--- src/rtl/crc16_pkg.sv ---
package crc16_pkg;
  localparam int CRC_W = 16;
  localparam logic [CRC_W-1:0] CRC_POLY         = 16'h1021;
  localparam logic [CRC_W-1:0] CRC_PRESET       = 16'hFFFF;
  localparam logic [CRC_W-1:0] CRC_GOOD_RESIDUE = 16'h1D0F;

  // one MSB-first shift of the remainder with one incoming bit
  function automatic logic [CRC_W-1:0] crc_step(input logic [CRC_W-1:0] rem,
                                                input logic din);
    logic fb;
    fb = rem[CRC_W-1] ^ din;
    return {rem[CRC_W-2:0], 1'b0} ^ (fb ? CRC_POLY : '0);
  endfunction
endpackage

--- src/rtl/crc16_bit_engine.sv ---
module crc16_bit_engine
  import crc16_pkg::*;
#(
  parameter int DATA_W = 8
) (
  input  logic             clk,
  input  logic             rst_n,
  input  logic             frame_clr,
  input  logic             restart,
  input  logic             byte_vld,
  input  logic [DATA_W-1:0] byte_in,
  output logic             busy,
  output logic             collide,
  output logic             byte_done,
  output logic [CRC_W-1:0] remainder
);
  localparam int CNT_W = (DATA_W > 2) ? $clog2(DATA_W) : 1;
  localparam logic [CNT_W-1:0] LAST_BIT = CNT_W'(DATA_W - 1);

  logic              busy_q, busy_d;
  logic [CNT_W-1:0]  cnt_q, cnt_d;
  logic [DATA_W-1:0] sreg_q, sreg_d;
  logic [CRC_W-1:0]  crc_q, crc_d;
  logic              collide_q, collide_d;
  logic              done_q, done_d;
  logic              accept;
  logic              step_en, sreg_en, crc_en;

  assign accept  = byte_vld && !busy_q && !frame_clr;
  assign step_en = busy_q && !frame_clr;
  assign sreg_en = accept || step_en;
  assign crc_en  = frame_clr || restart || step_en;

  // next-state
  always_comb begin
    busy_d    = busy_q;
    cnt_d     = cnt_q;
    sreg_d    = sreg_q;
    crc_d     = crc_q;
    done_d    = 1'b0;
    collide_d = byte_vld && busy_q && !frame_clr;
    if (frame_clr) begin
      busy_d = 1'b0;
      cnt_d  = '0;
      crc_d  = CRC_PRESET;
    end else begin
      if (restart) crc_d = CRC_PRESET;
      if (accept) begin
        busy_d = 1'b1;
        cnt_d  = '0;
        sreg_d = byte_in;
      end else if (step_en) begin
        crc_d  = crc_step(crc_q, sreg_q[DATA_W-1]);
        sreg_d = {sreg_q[DATA_W-2:0], 1'b0};
        cnt_d  = cnt_q + 1'b1;
        if (cnt_q == LAST_BIT) begin
          busy_d = 1'b0;
          done_d = 1'b1;
        end
      end
    end
  end

  // registers
  always_ff @(posedge clk or negedge rst_n) begin
    if (!rst_n) begin
      busy_q    <= 1'b0;
      cnt_q     <= '0;
      sreg_q    <= '0;
      crc_q     <= CRC_PRESET;
      collide_q <= 1'b0;
      done_q    <= 1'b0;
    end else begin
      busy_q    <= busy_d;
      cnt_q     <= cnt_d;
      collide_q <= collide_d;
      done_q    <= done_d;
      if (sreg_en) sreg_q <= sreg_d;
      if (crc_en)  crc_q  <= crc_d;
    end
  end

  assign busy      = busy_q;
  assign collide   = collide_q;
  assign byte_done = done_q;
  assign remainder = crc_q;


  accept_busy_chk: assert property (@(posedge clk) disable iff (!rst_n)
    (byte_vld && !busy_q && !frame_clr) |=> busy_q);

  busy_end_done_chk: assert property (@(posedge clk) disable iff (!rst_n)
    ($fell(busy_q) && !$past(frame_clr)) |-> done_q);

  collide_src_chk: assert property (@(posedge clk) disable iff (!rst_n)
    collide_q |-> $past(busy_q));

  clr_preset_chk: assert property (@(posedge clk) disable iff (!rst_n)
    frame_clr |=> (crc_q == CRC_PRESET && !busy_q && !collide_q));
endmodule

--- config.mk ---
export PLATFORM = sky130hd
export DESIGN_NAME = crc16_bit_engine
export DESIGN_NICKNAME = d
export VERILOG_FILES = /design/src/rtl/crc16_pkg.sv /design/src/rtl/crc16_bit_engine.sv
export SDC_FILE = /design/constraint.sdc
export NUM_CORES = 1
export LEC_CHECK = 0
export ABC_AREA = 1
export BUFFER_PORTS_ARGS = -buffer_cell sky130_fd_sc_hd__buf_2
export CORE_AREA = 2 2 65 67
export CTS_CLUSTER_SIZE = 16
export DETAILED_ROUTE_END_ITERATION = 6
export DIE_AREA = 0 0 67 69
export HOLD_SLACK_MARGIN = 0.05
export PLACE_DENSITY_LB_ADDON = 0.05
export SKIP_CTS_REPAIR_TIMING = 1
export SLEW_MARGIN = 15
export SYNTH_ARGS = -nofsm -noshare
export SYNTH_HDL_FRONTEND = slang
export SYNTH_SLANG_ARGS = --single-unit
--- constraint.sdc ---
create_clock -name clk -period 1.7 [get_ports clk]
set_clock_uncertainty 0.15 [all_clocks]
set_input_delay 0.34 -clock clk [delete_from_list [all_inputs] [get_ports clk]]
set_output_delay 0.34 -clock clk [all_outputs]
set_load 0.1 [all_outputs]
Word-level counts from Yosys, hierarchy flattened
Cells that the tools add are included.
{"block": "op_classes", "eq_ne": 1, "n_mux": 18, "bitwise_logic": 3, "add_sub_neg": 1, "n_reduce_logical": 15}
{"op": "16-bit 2-to-1 mux", "n": 4}
{"op": "8-bit 2-to-1 mux", "n": 2}
{"op": "16-bit by 13-bit bitwise XOR with 16-bit output", "n": 1}
{"op": "13-bit 2-to-1 mux", "n": 1}
{"op": "3-bit 2-to-1 mux", "n": 3}
{"op": "1-bit 2-to-1 mux", "n": 8}
{"op": "3-bit nonzero test", "n": 2}
{"op": "1-bit logical AND", "n": 5}
{"op": "3-bit by 1-bit adder with 3-bit output, second input constant", "n": 1}
{"op": "3-bit == test, second input constant", "n": 1}
{"op": "1-bit logical OR", "n": 3}
{"op": "3-bit AND reduction", "n": 1}
{"op": "1-bit logical NOT", "n": 2}
{"op": "2-bit AND reduction", "n": 1}
{"op": "2-bit nonzero test", "n": 1}
{"op": "1-bit NOT", "n": 1}
{"op": "1-bit bitwise XOR", "n": 1}
{"block": "totals", "register_bits": 30}

Depth between registers and ports, before layout
Gate-level depths: netlist of run 1.
{"block": "logic_depth", "depth_word": 6, "ltp_mapped": 6, "depth_no_buf": 6}

Worst setup path after synthesis of run 1
Ideal clock, no wire load.
{"block": "synth_path", "kind": "register -> register", "from": "reg busy_q (netlist: busy)", "to": "reg crc_q[2] (netlist: remainder[2])", "arrival_ps": 1572, "stages_incl_launch_ff": 7, "synth_period_minus_slack_ps": 1800, "slack_ps": -100, "cell_sequence": "dfrtp_1 > inv_2 > nor2_4 > inv_2 > buf_6 > o22ai_1 > inv_1"}
{"block": "synth_between", "elab_chain_len": 5}
{"item": "from (decl)", "line": "crc16_bit_engine.sv:20", "source": "logic busy_q, busy_d;"}
{"item": "from (signal assigned)", "line": "crc16_bit_engine.sv:74", "source": "busy_q <= busy_d;"}
{"item": "1-bit logical NOT", "line": "crc16_bit_engine.sv:29", "source": "assign accept = byte_vld && !busy_q && !frame_clr;"}
{"item": "1-bit logical AND (2 in series)", "line": "crc16_bit_engine.sv:29"}
{"item": "16-bit 2-to-1 mux", "line": "crc16_bit_engine.sv:48", "source": "if (accept) begin"}
{"item": "16-bit 2-to-1 mux", "line": "crc16_bit_engine.sv:42", "source": "if (frame_clr) begin"}
{"item": "to (signal assigned)", "line": "crc16_bit_engine.sv:79", "source": "if (crc_en) crc_q <= crc_d;"}
{"item": "to (decl)", "line": "crc16_bit_engine.sv:23", "source": "logic [CRC_W-1:0] crc_q, crc_d;"}
Parallel ways exist; a longest one is shown, timed or not.
A chain may end at the register's enable or synchronous reset.

Final worst setup path of run 1
{"block": "layout_path", "from": "reg busy_q (netlist: busy)", "to": "out busy"}
{"item": "to (decl)", "line": "crc16_bit_engine.sv:12", "source": "output logic busy,"}
No word-level cell between the ends.

==> run metrics, run 1 <==
CP peak stage delay 0.44 ns; initial core utilization 0.3328; vias post-DR around 1000; Synth area leaders dfstp_2 32%, dfrtp_1 27%, nand2_1 10%; origin of the critical flop-to-flop path busy; drt first pass iters 4; number of synthesized flops with an enable pin 0; Cell Chain, Critical Path buf_2; max-slew violation count 0; # clock sinks 30; FF-to-FF setup slack between 0.2 and 0.3 ns; crit share post-route 0.9588; status finished clean; crit path buf inv count 1; drt total wl 2697 um; Mean Syn Cell Area between 9 and 10 um2; largest family of logic cells by synthesized area simple AND/OR/NAND/NOR gates; Chip Height 69 um; Cell Count, Final, Fillers Out 227; Int Power ~0.0012 W; CP Capture Type primary output; I/O Pins 32; max-capacitance violation count 0; RR Endpoint remainder[5]; fillcell total 407; hold path endpoint sreg_q[0]; sequential share of power 0.494; Top delay family on crit path buffers and inverters; Tmin final ~1.6 ns; post-synthesis cell type count 18; Leak 0.8839 nW; Hold Path Depth 3; Layout area overhead 42.46%; Synth Area in Adders 0.01921; min-delay src byte_in[0]; Combinational Power Share 0.149; routed vias/inst 4.586; post-synthesis compound-gate area fraction 0.08742; count of input and output buffers 31; Worst VDD drop 0.0005167 V; RSZ-0062 raised after global routing false; clock share of power 0.357; Reg2Reg Depth 5; post-synthesis mux area share 0; sequential area share after synthesis 0.5917; Fin. Hold Viols 0; Worst-Margin Slew around 0.5 ns; CTS tree built; Core Region between 3000 and 4000 um2; Synth Flop Type dfstp_2; total CTS buffers 5; post-synth top area share 0.3228; residual DRC count 0; mapped cell area ~1300 um2; Syn Nets 152; Worst Path Arrival 1.14 ns; initial antenna violation count 0; Worst Hold Class input port to flip-flop; Chip Width 67 um; Total GRT Usage 0.1387; top-count cell post-synth nand2_1; post-DP HPWL 2021 um; Layout Nets 191; RePlAce Congestion 0.7096; Synth warnings 0; clock slew at reported path FFs 0.06 ns; Switching Share 0.2750; setup TNS 0 ns; H-tree levels 2; pwr/cell area 872.4 nW/um2; Post-Synth XOR/XNOR Area 0; first-pass GRT wire length between 4000 and 5000 um; vias in the first global route between 1000 and 1500; Layout Utilization 0.4741; initial DRC count 21; CP required approximately 1.2 ns; Die ar. 4623 um2; Root Driver clkbuf_8; placed cell count 218; multi-input logic area around 400 um2; nature of the critical path startpoint flip-flop; pin count of the biggest net entering global routing 17; Clock Path Buffers 2; max frequency 613.5 MHz; post-route ant nets 0; CP max FO 4; endpoints failing setup 0; share of layout cells above drive strength 1 0.3672; CP Class flip-flop to primary output; slowest CP cell buf_2; Clock Latency Late Sink 0.28 ns; share of async-settable or async-resettable flops after synthesis 1.000; Mapped Cells 137; FF+latch count, synth 30; net switching power 0.0004452 W; grt ovf 0; Synth top cells by count 35 x nand2_1, 24 x inv_1, 17 x nand3_1; leading area contributor after synthesis dfstp_2; relative slew slack 0.6785; n_diodes 0; flip-flop and latch area 772.0 um2; Synth Area in Simple Gates 0.2037; wire per inst 11.88 um; FP Rows 23
[per-layer routing]
| layer | global-route usage | vias up | part of all wire |
|---|---|---|---|
| met1 | 0.1570 | 494 | 0.41 |
| li1 | - | 514 | - |
| met4 | 0.06803 | 0 | 0.022 |
| met5 | 0 | - | 0 |
| met2 | 0.2222 | 28 | 0.51 |
| met3 | 0.05546 | 5 | 0.056 |
[how the worst max path moves through the flow]
stage,start,end,slack [ns],depth (start not counted)
5_1_grt,busy,busy,0.04,1
6_report,busy,busy,0.07,1
3_3_place_gp,frame_clr,remainder[12],0.31,6
3_5_place_dp,frame_clr,remainder[12],0.28,6
2_1_floorplan,remainder[15],remainder[12],0.18,6
4_1_cts,busy,busy,0.06,1
[sequential cells by signal (all words and copies together), names as in the netlist]
signal,flops
collide,1
cnt_q,3
busy,1
remainder,16
sreg_q,8
byte_done,1
[cell families (layout without fill, tap and decap cells)]
family | count (synthesis) | after routing
buffers and inverters | 29 | 69
adder cells (fa/ha/maj) | 2 | 2
flip-flops | 30 | 30
AND/OR/NAND/NOR | 59 | 59
AO/OA/AOI/OAI | 17 | 17
[power by group through the flow]
stage / clock network, W / logic (W) / registers (W)
6_report: 0.000578 / 0.000241 / 0.000800
3_3_place_gp: 0 / 0.000239 / 0.000811
5_1_grt: 0.000631 / 0.000267 / 0.000807
2_1_floorplan: 0 / 0.0000885 / 0.000875
3_5_place_dp: 0 / 0.000244 / 0.000812
4_1_cts: 0.000602 / 0.000244 / 0.000801
[layout by cell type (no fill, tap or decap), drive strengths merged]
master       count
o21ai            2
or2              2
dlygate4sd3      1
buf             34
dfrtp           14
a21oi            1
dfstp           16
clkbuf           7
nand3           17
inv             26
ha               2
o21bai           1
nand2           36
o22ai           13
clkinv           1
nor2             4
[metrics by stage]
stage	setup WS (ns)	instance area (um2)	power, W	hold slack [ns]
floorplan	0.1843	1304	0.0009635	-0.1056
detailed placement	0.2804	1754	0.001055	0.09937
global placement	0.3051	1754	0.001050	0.09678
finish	0.07003	1856	0.001619	0.1113
global route	0.04028	1856	0.001705	0.1265
CTS	0.05692	1846	0.001647	-0.2062
[final cells by class]
class,count,area share
Multi-Input combinational cell,78,0.2178
Sequential cell,30,0.4160
Tap cell,50,0.03372
Timing Repair Buffer,35,0.2306
Inverter,26,0.05260
Clock inverter,1,0.002697
Clock buffer,7,0.04653
Note: power is estimated with default switching activity, not from simulation.
==> run 2, diff against run 1 <==
- PLACE_DENSITY: not set -> 0.54
- PLACE_DENSITY_LB_ADDON: 0.05 -> not set
- clock period: 1.7 -> 1.94 ns (I/O delays scaled with it)
==> run 2 against run 1 <==
Worst setup slack improved by 0.054 ns; register-to-register slack improved by 0.23 ns; critical endpoint is now remainder[15]; die area did not move.
==> run metrics, run 2 (synthesis results as in run 1) <==
Layout area overhead 24.11% (was 42.46%); pin count of the biggest net entering global routing 31 (was 17); CP max FO 5 (was 4); Worst Setup Slack post-DPL 0.4275 ns (was 0.2804 ns); count of input and output buffers 31 (unchanged); Final WS setup 0.1239 ns (was 0.07003 ns); Chip Height 69 um (unchanged); Tmin final 1.816 ns; CP Capture Type primary output (unchanged); Leak 0.7533 nW (was 0.8839 nW); drt first pass iters 4 (unchanged); total CTS buffers 5 (unchanged); grt ovf 0 (unchanged); initial DRC count 57 (was 21); wire per inst 11.05 um (was 11.88 um); FP Rows 23 (unchanged); nature of the critical path startpoint flip-flop (unchanged); n_diodes 0 (unchanged); crit path buf inv count 1 (unchanged); CP required 1.40 ns (was 1.21 ns); max-slew violation count 0 (unchanged); # clock sinks 30 (unchanged); Worst Path Arrival 1.28 ns (was 1.14 ns); slowest CP cell dfstp_2 (was buf_2); endpoints failing setup 0 (unchanged); residual DRC count 0 (unchanged); crit share post-route 0.9361; Worst Hold Class input port to flip-flop (unchanged); Fin. Hold Viols 0 (unchanged); max-capacitance violation count 0 (unchanged); initial core utilization 0.3328 (unchanged); RSZ-0062 raised after global routing false (unchanged); share of layout cells above drive strength 1 0.3600 (was 0.3672); max FFs per register 16 (unchanged); Chip Width 67 um (unchanged); post-route ant nets 0 (unchanged); initial antenna violation count 0 (unchanged); vias post-DR 1003 (was 1041); status finished clean (unchanged); most common cell after layout, fill and taps aside nand2_1 (unchanged); Core Region 3914 um2 (unchanged); H-tree levels 2 (unchanged); most frequent cells in the layout 35 x nand2_1, 31 x buf_2, 24 x inv_1 (was 35 x nand2_1, 24 x inv_1, 17 x nand3_1); multi-input logic area 404.1 um2 (unchanged); setup TNS 0 ns (unchanged); fillcell total 416 (was 407); max frequency 550.6 MHz; drt total wl 2486 um (was 2697 um); Total GRT Usage 0.1281 (was 0.1387); Clock Path Buffers 2 (unchanged); Die ar. 4623 um2 (unchanged); vias in the first global route 998 (was 1101); flip-flop and latch area 770.7 um2 (was 772.0 um2); Worst-Margin Slew 0.6521 ns (was 0.4856 ns); Worst VDD drop 0.0003589 V (was 0.0005167 V); CP Class flip-flop to primary output (unchanged); CTS tree built (unchanged); clock slew at reported path FFs 0.06 ns (about the same); routed vias/inst 4.458 (was 4.586); Layout Nets 189 (was 191); RePlAce Congestion 0.7689 (was 0.7096); first-pass GRT wire length 4491 um (was 4781 um); Cell Chain, Critical Path buf_2 (unchanged); post-DP HPWL 1750 um (was 2021 um); CP peak stage delay 0.57 ns (was 0.44 ns); Clock Latency Late Sink 0.28 ns (about the same); pwr/cell area 924.3 nW/um2 (was 872.4 nW/um2); I/O Pins 32 (unchanged); Top delay family on crit path flip-flops (was buffers and inverters); relative slew slack 0.5653 (was 0.6785); Root Driver clkbuf_8 (unchanged)
-- run 2: changes by cell type in the layout (fill, tap and decap cells not counted) --
cell	change
bufinv_16	+1
clkinv_2	+1
dfrtp_2	-1
clkbuf_1	-1
buf_12	-16
buf_2	+16
dfrtp_1	+1
clkbuf_8	-1
buf_4	-2
-- run 2: area by class of cell --
| type | instances | share of cell area |
|---|---|---|
| inverter | 26 | 0.06037 |
| clock buffer | 5 | 0.04257 |
| sequential | 30 | 0.4768 |
| multi-input combinational | 78 | 0.2500 |
| clock inverter | 3 | 0.02477 |
| timing repair buffer | 33 | 0.1068 |
| tap | 50 | 0.03870 |
-- run 2: per-layer routing --
| layer | track usage | vias up | part of all wire |
|---|---|---|---|
| li1 | - | 509 | - |
| met1 | 0.1646 | 456 | 0.49 |
| met2 | 0.1892 | 32 | 0.43 |
| met3 | 0.04894 | 6 | 0.066 |
| met4 | 0.05669 | 0 | 0.020 |
| met5 | 0 | - | 0 |
-- run 2: final timing paths --
kind                                 endpoint  slack (ns)     startpoint  cells after the start
worst max-delay path            remainder[15]        0.12  remainder[15]                      1
worst min-delay path                sreg_q[0]        0.15     byte_in[0]                      3
worst max register to register  remainder[12]        0.52           busy                      5
worst min register to register      sreg_q[0]        0.34      sreg_q[0]                      2
max in group asynchronous           sreg_q[7]        0.70          rst_n                      2
min in group asynchronous           byte_done        0.52          rst_n                      2
-- run 2: per-stage QoR --
stage	area [um2]	hold WS, ns	power (W)	util	instances
floorplan	1303	-0.05759	0.0008441	-	137
global placement	1498	0.2935	0.0008918	0.3827	216
detailed placement	1498	0.3030	0.0008953	0.3827	216
CTS	1607	-0.005713	0.001523	0.4105	224
global route	1617	0.1503	0.001580	0.4130	225
finish	1617	0.1506	0.001494	0.4130	225
-- run 2: power by group --
group          internal [W]  switching [W]  total (W)
Clock              0.000377       0.000232   0.000609
Combinational     0.0000484       0.000140   0.000189
Sequential         0.000671      0.0000257   0.000696
==> run 3, diff against run 2 <==
--- a/config.mk
+++ b/config.mk
@@ -7,11 +7,11 @@
 export LEC_CHECK = 0
 export ABC_AREA = 1
-export BUFFER_PORTS_ARGS = -buffer_cell sky130_fd_sc_hd__buf_2
-export CORE_AREA = 2 2 65 67
+export CORE_AREA = 2 2 57 59
 export CTS_CLUSTER_SIZE = 16
 export DETAILED_ROUTE_END_ITERATION = 6
-export DIE_AREA = 0 0 67 69
+export DIE_AREA = 0 0 59 61
+export DONT_BUFFER_PORTS = 1
 export HOLD_SLACK_MARGIN = 0.05
-export PLACE_DENSITY = 0.54
+export PLACE_DENSITY = 0.58
 export SKIP_CTS_REPAIR_TIMING = 1
 export SLEW_MARGIN = 15
==> constraint.sdc (replaced) <==
create_clock -name clk -period 1.94 [get_ports clk]
set_clock_uncertainty 0.15 [all_clocks]
set_input_delay 0.194 -clock clk [delete_from_list [all_inputs] [get_ports clk]]
set_output_delay 0.194 -clock clk [all_outputs]
set_load 0.1 [all_outputs]
==> run 3 against run 2 <==
Sequential power grew 4.9%; largest cell class unchanged; global-route usage grew 2.8 points; largest power group unchanged; sequential share of layout area fell by 1.3 points; die area fell by 22%; routed wire length increased by 7.2%.
==> run metrics, run 3 (synthesis results as in run 1) <==
vias post-DR 1030 (was 1003); Tmin final 1.881 ns (was 1.816 ns); crit share post-route 0.9696 (was 0.9361); origin of the critical flop-to-flop path busy (unchanged); CP Capture Type flip-flop (was primary output); CP Class input port to flip-flop (was flip-flop to primary output); Worst Hold Class input port to flip-flop (unchanged); FP Rows 20 (was 23); RePlAce Congestion 0.7955 (was 0.7689); wire per inst 13.00 um (was 11.05 um); Worst Path Arrival 2.01 ns (was 1.28 ns); pin count of the biggest net entering global routing 31 (unchanged); CTS tree built (unchanged); nature of the critical path startpoint input port (was flip-flop); n_diodes 0 (unchanged); first-pass GRT wire length 4050 um (was 4491 um); Chip Height 61 um (was 69 um); Final Cell Area 1662 um2 (was 1617 um2); Clock Latency Late Sink 0.33 ns (was 0.28 ns); initial core utilization 0.4411 (was 0.3328); Layout area overhead 27.57% (was 24.11%); DP Area 1381 um2 (was 1498 um2); Worst-Margin Slew 0.5301 ns (was 0.6521 ns); Fin. Hold Viols 0 (unchanged); flip-flop and latch area 770.7 um2 (unchanged); max-slew violation count 0 (unchanged); status finished clean (unchanged); vias in the first global route 914 (was 998); max-capacitance violation count 0 (unchanged); max FFs per register 16 (unchanged); fillcell total 264 (was 416); min-delay src restart (was byte_in[0]); CP max FO 8 (was 5); grt ovf 0 (unchanged); relative slew slack 0.6466 (was 0.5653); count of input and output buffers 0 (was 31); initial antenna violation count 0 (unchanged); Root Driver clkbuf_4 (was clkbuf_8); Total GRT Usage 0.1559 (was 0.1281); Cell Count, Final, Fillers Out 205 (was 225); multi-input logic area 404.1 um2 (unchanged); Core Region 2953 um2 (was 3914 um2); share of layout cells above drive strength 1 0.2326 (was 0.3600); endpoints failing setup 0 (unchanged); H-tree levels 2 (unchanged); initial DRC count 31 (was 57); Chip Width 59 um (was 67 um); Layout Utilization 0.5627 (was 0.4130); Die ar. 3599 um2 (was 4623 um2); post-route ant nets 0 (unchanged); # clock sinks 30 (unchanged); Clock Path Buffers 2 (unchanged); Worst VDD drop 0.0003708 V (was 0.0003589 V); Power Total 0.001328 W (was 0.001494 W); total CTS buffers 5 (unchanged); I/O Pins 32 (unchanged); drt first pass iters 4 (unchanged); pwr/cell area 799.0 nW/um2 (was 924.3 nW/um2); most frequent cells in the layout 35 x nand2_1, 24 x inv_1, 20 x dlygate4sd3_1 (was 35 x nand2_1, 31 x buf_2, 24 x inv_1); most common cell after layout, fill and taps aside nand2_1 (unchanged); clock slew at reported path FFs 0.10 ns (was 0.06 ns); placed cell count 176 (was 216); routed vias/inst 5.024 (was 4.458); CP required 2.06 ns (was 1.40 ns); max frequency 531.6 MHz (was 550.6 MHz); post-DP HPWL 1628 um (was 1750 um); Critical Path Start frame_clr (was remainder[15]); Layout Nets 186 (was 189); residual DRC count 0 (unchanged); drt total wl 2666 um (was 2486 um); Leak 0.7621 nW (was 0.7533 nW)
run 3: cell types whose count changed in the layout (fill, tap and decap cells not counted):
cell / change
buf_12: +1
buf_2: -31
buf_4: +8
bufinv_16: -1
clkbuf_1: +1
clkbuf_4: +5
clkbuf_8: -4
clkinv_2: -1
dlygate4sd3_1: +19
run 3: power breakdown:
group          switching (W)  total, W  internal, W
logic               0.000115  0.000207    0.0000918
clock network       0.000216  0.000391     0.000175
registers          0.0000587  0.000730     0.000671
total               0.000390   0.00133     0.000938
run 3: metal layers:
layer,global-route usage,wire length (um)
met1,0.1833,1164
met2,0.2460,1337
met3,0.06610,123
met4,0.07792,40
met5,0,0
run 3: stage by stage:
step	setup WS, ns	hold slack (ns)	setup TNS, ns
floorplan	0.1395	-0.2516	0
global placement	0.5533	-0.2504	0
detailed placement	0.5206	-0.2502	0
CTS	0.3471	-0.6165	0
global route	-0.02610	0.1700	-0.09331
finish	0.05897	0.1535	0
run 3: critical path, cell delays in order:
cell and delay [ns]:
dlygate4sd3_1 0.63, nor2_4 0.17, nand2_1 0.09, inv_1 0.20
nand2_1 0.10, nand3_1 0.08, dlygate4sd3_1 0.55
run 3: area by class of cell:
cell class                      instances  area share
Multi-Input combinational cell         78      0.2432
Inverter                               26     0.05874
Sequential cell                        30      0.4639
Timing Repair Buffer                   30      0.1732
Clock inverter                          1    0.003012
Clock buffer                            7     0.03313
Tap cell                               33     0.02485
run 3: worst paths after layout:
check / end / slack [ns] / depth (start not counted)
min: remainder[15] / 0.15 / 4
min reg2reg: cnt_q[0] / 0.38 / 1
max in group asynchronous: remainder[6] / 1.25 / 2
max: sreg_q[6] / 0.06 / 7
max reg2reg: sreg_q[6] / 0.10 / 6
min in group asynchronous: cnt_q[0] / 0.16 / 2
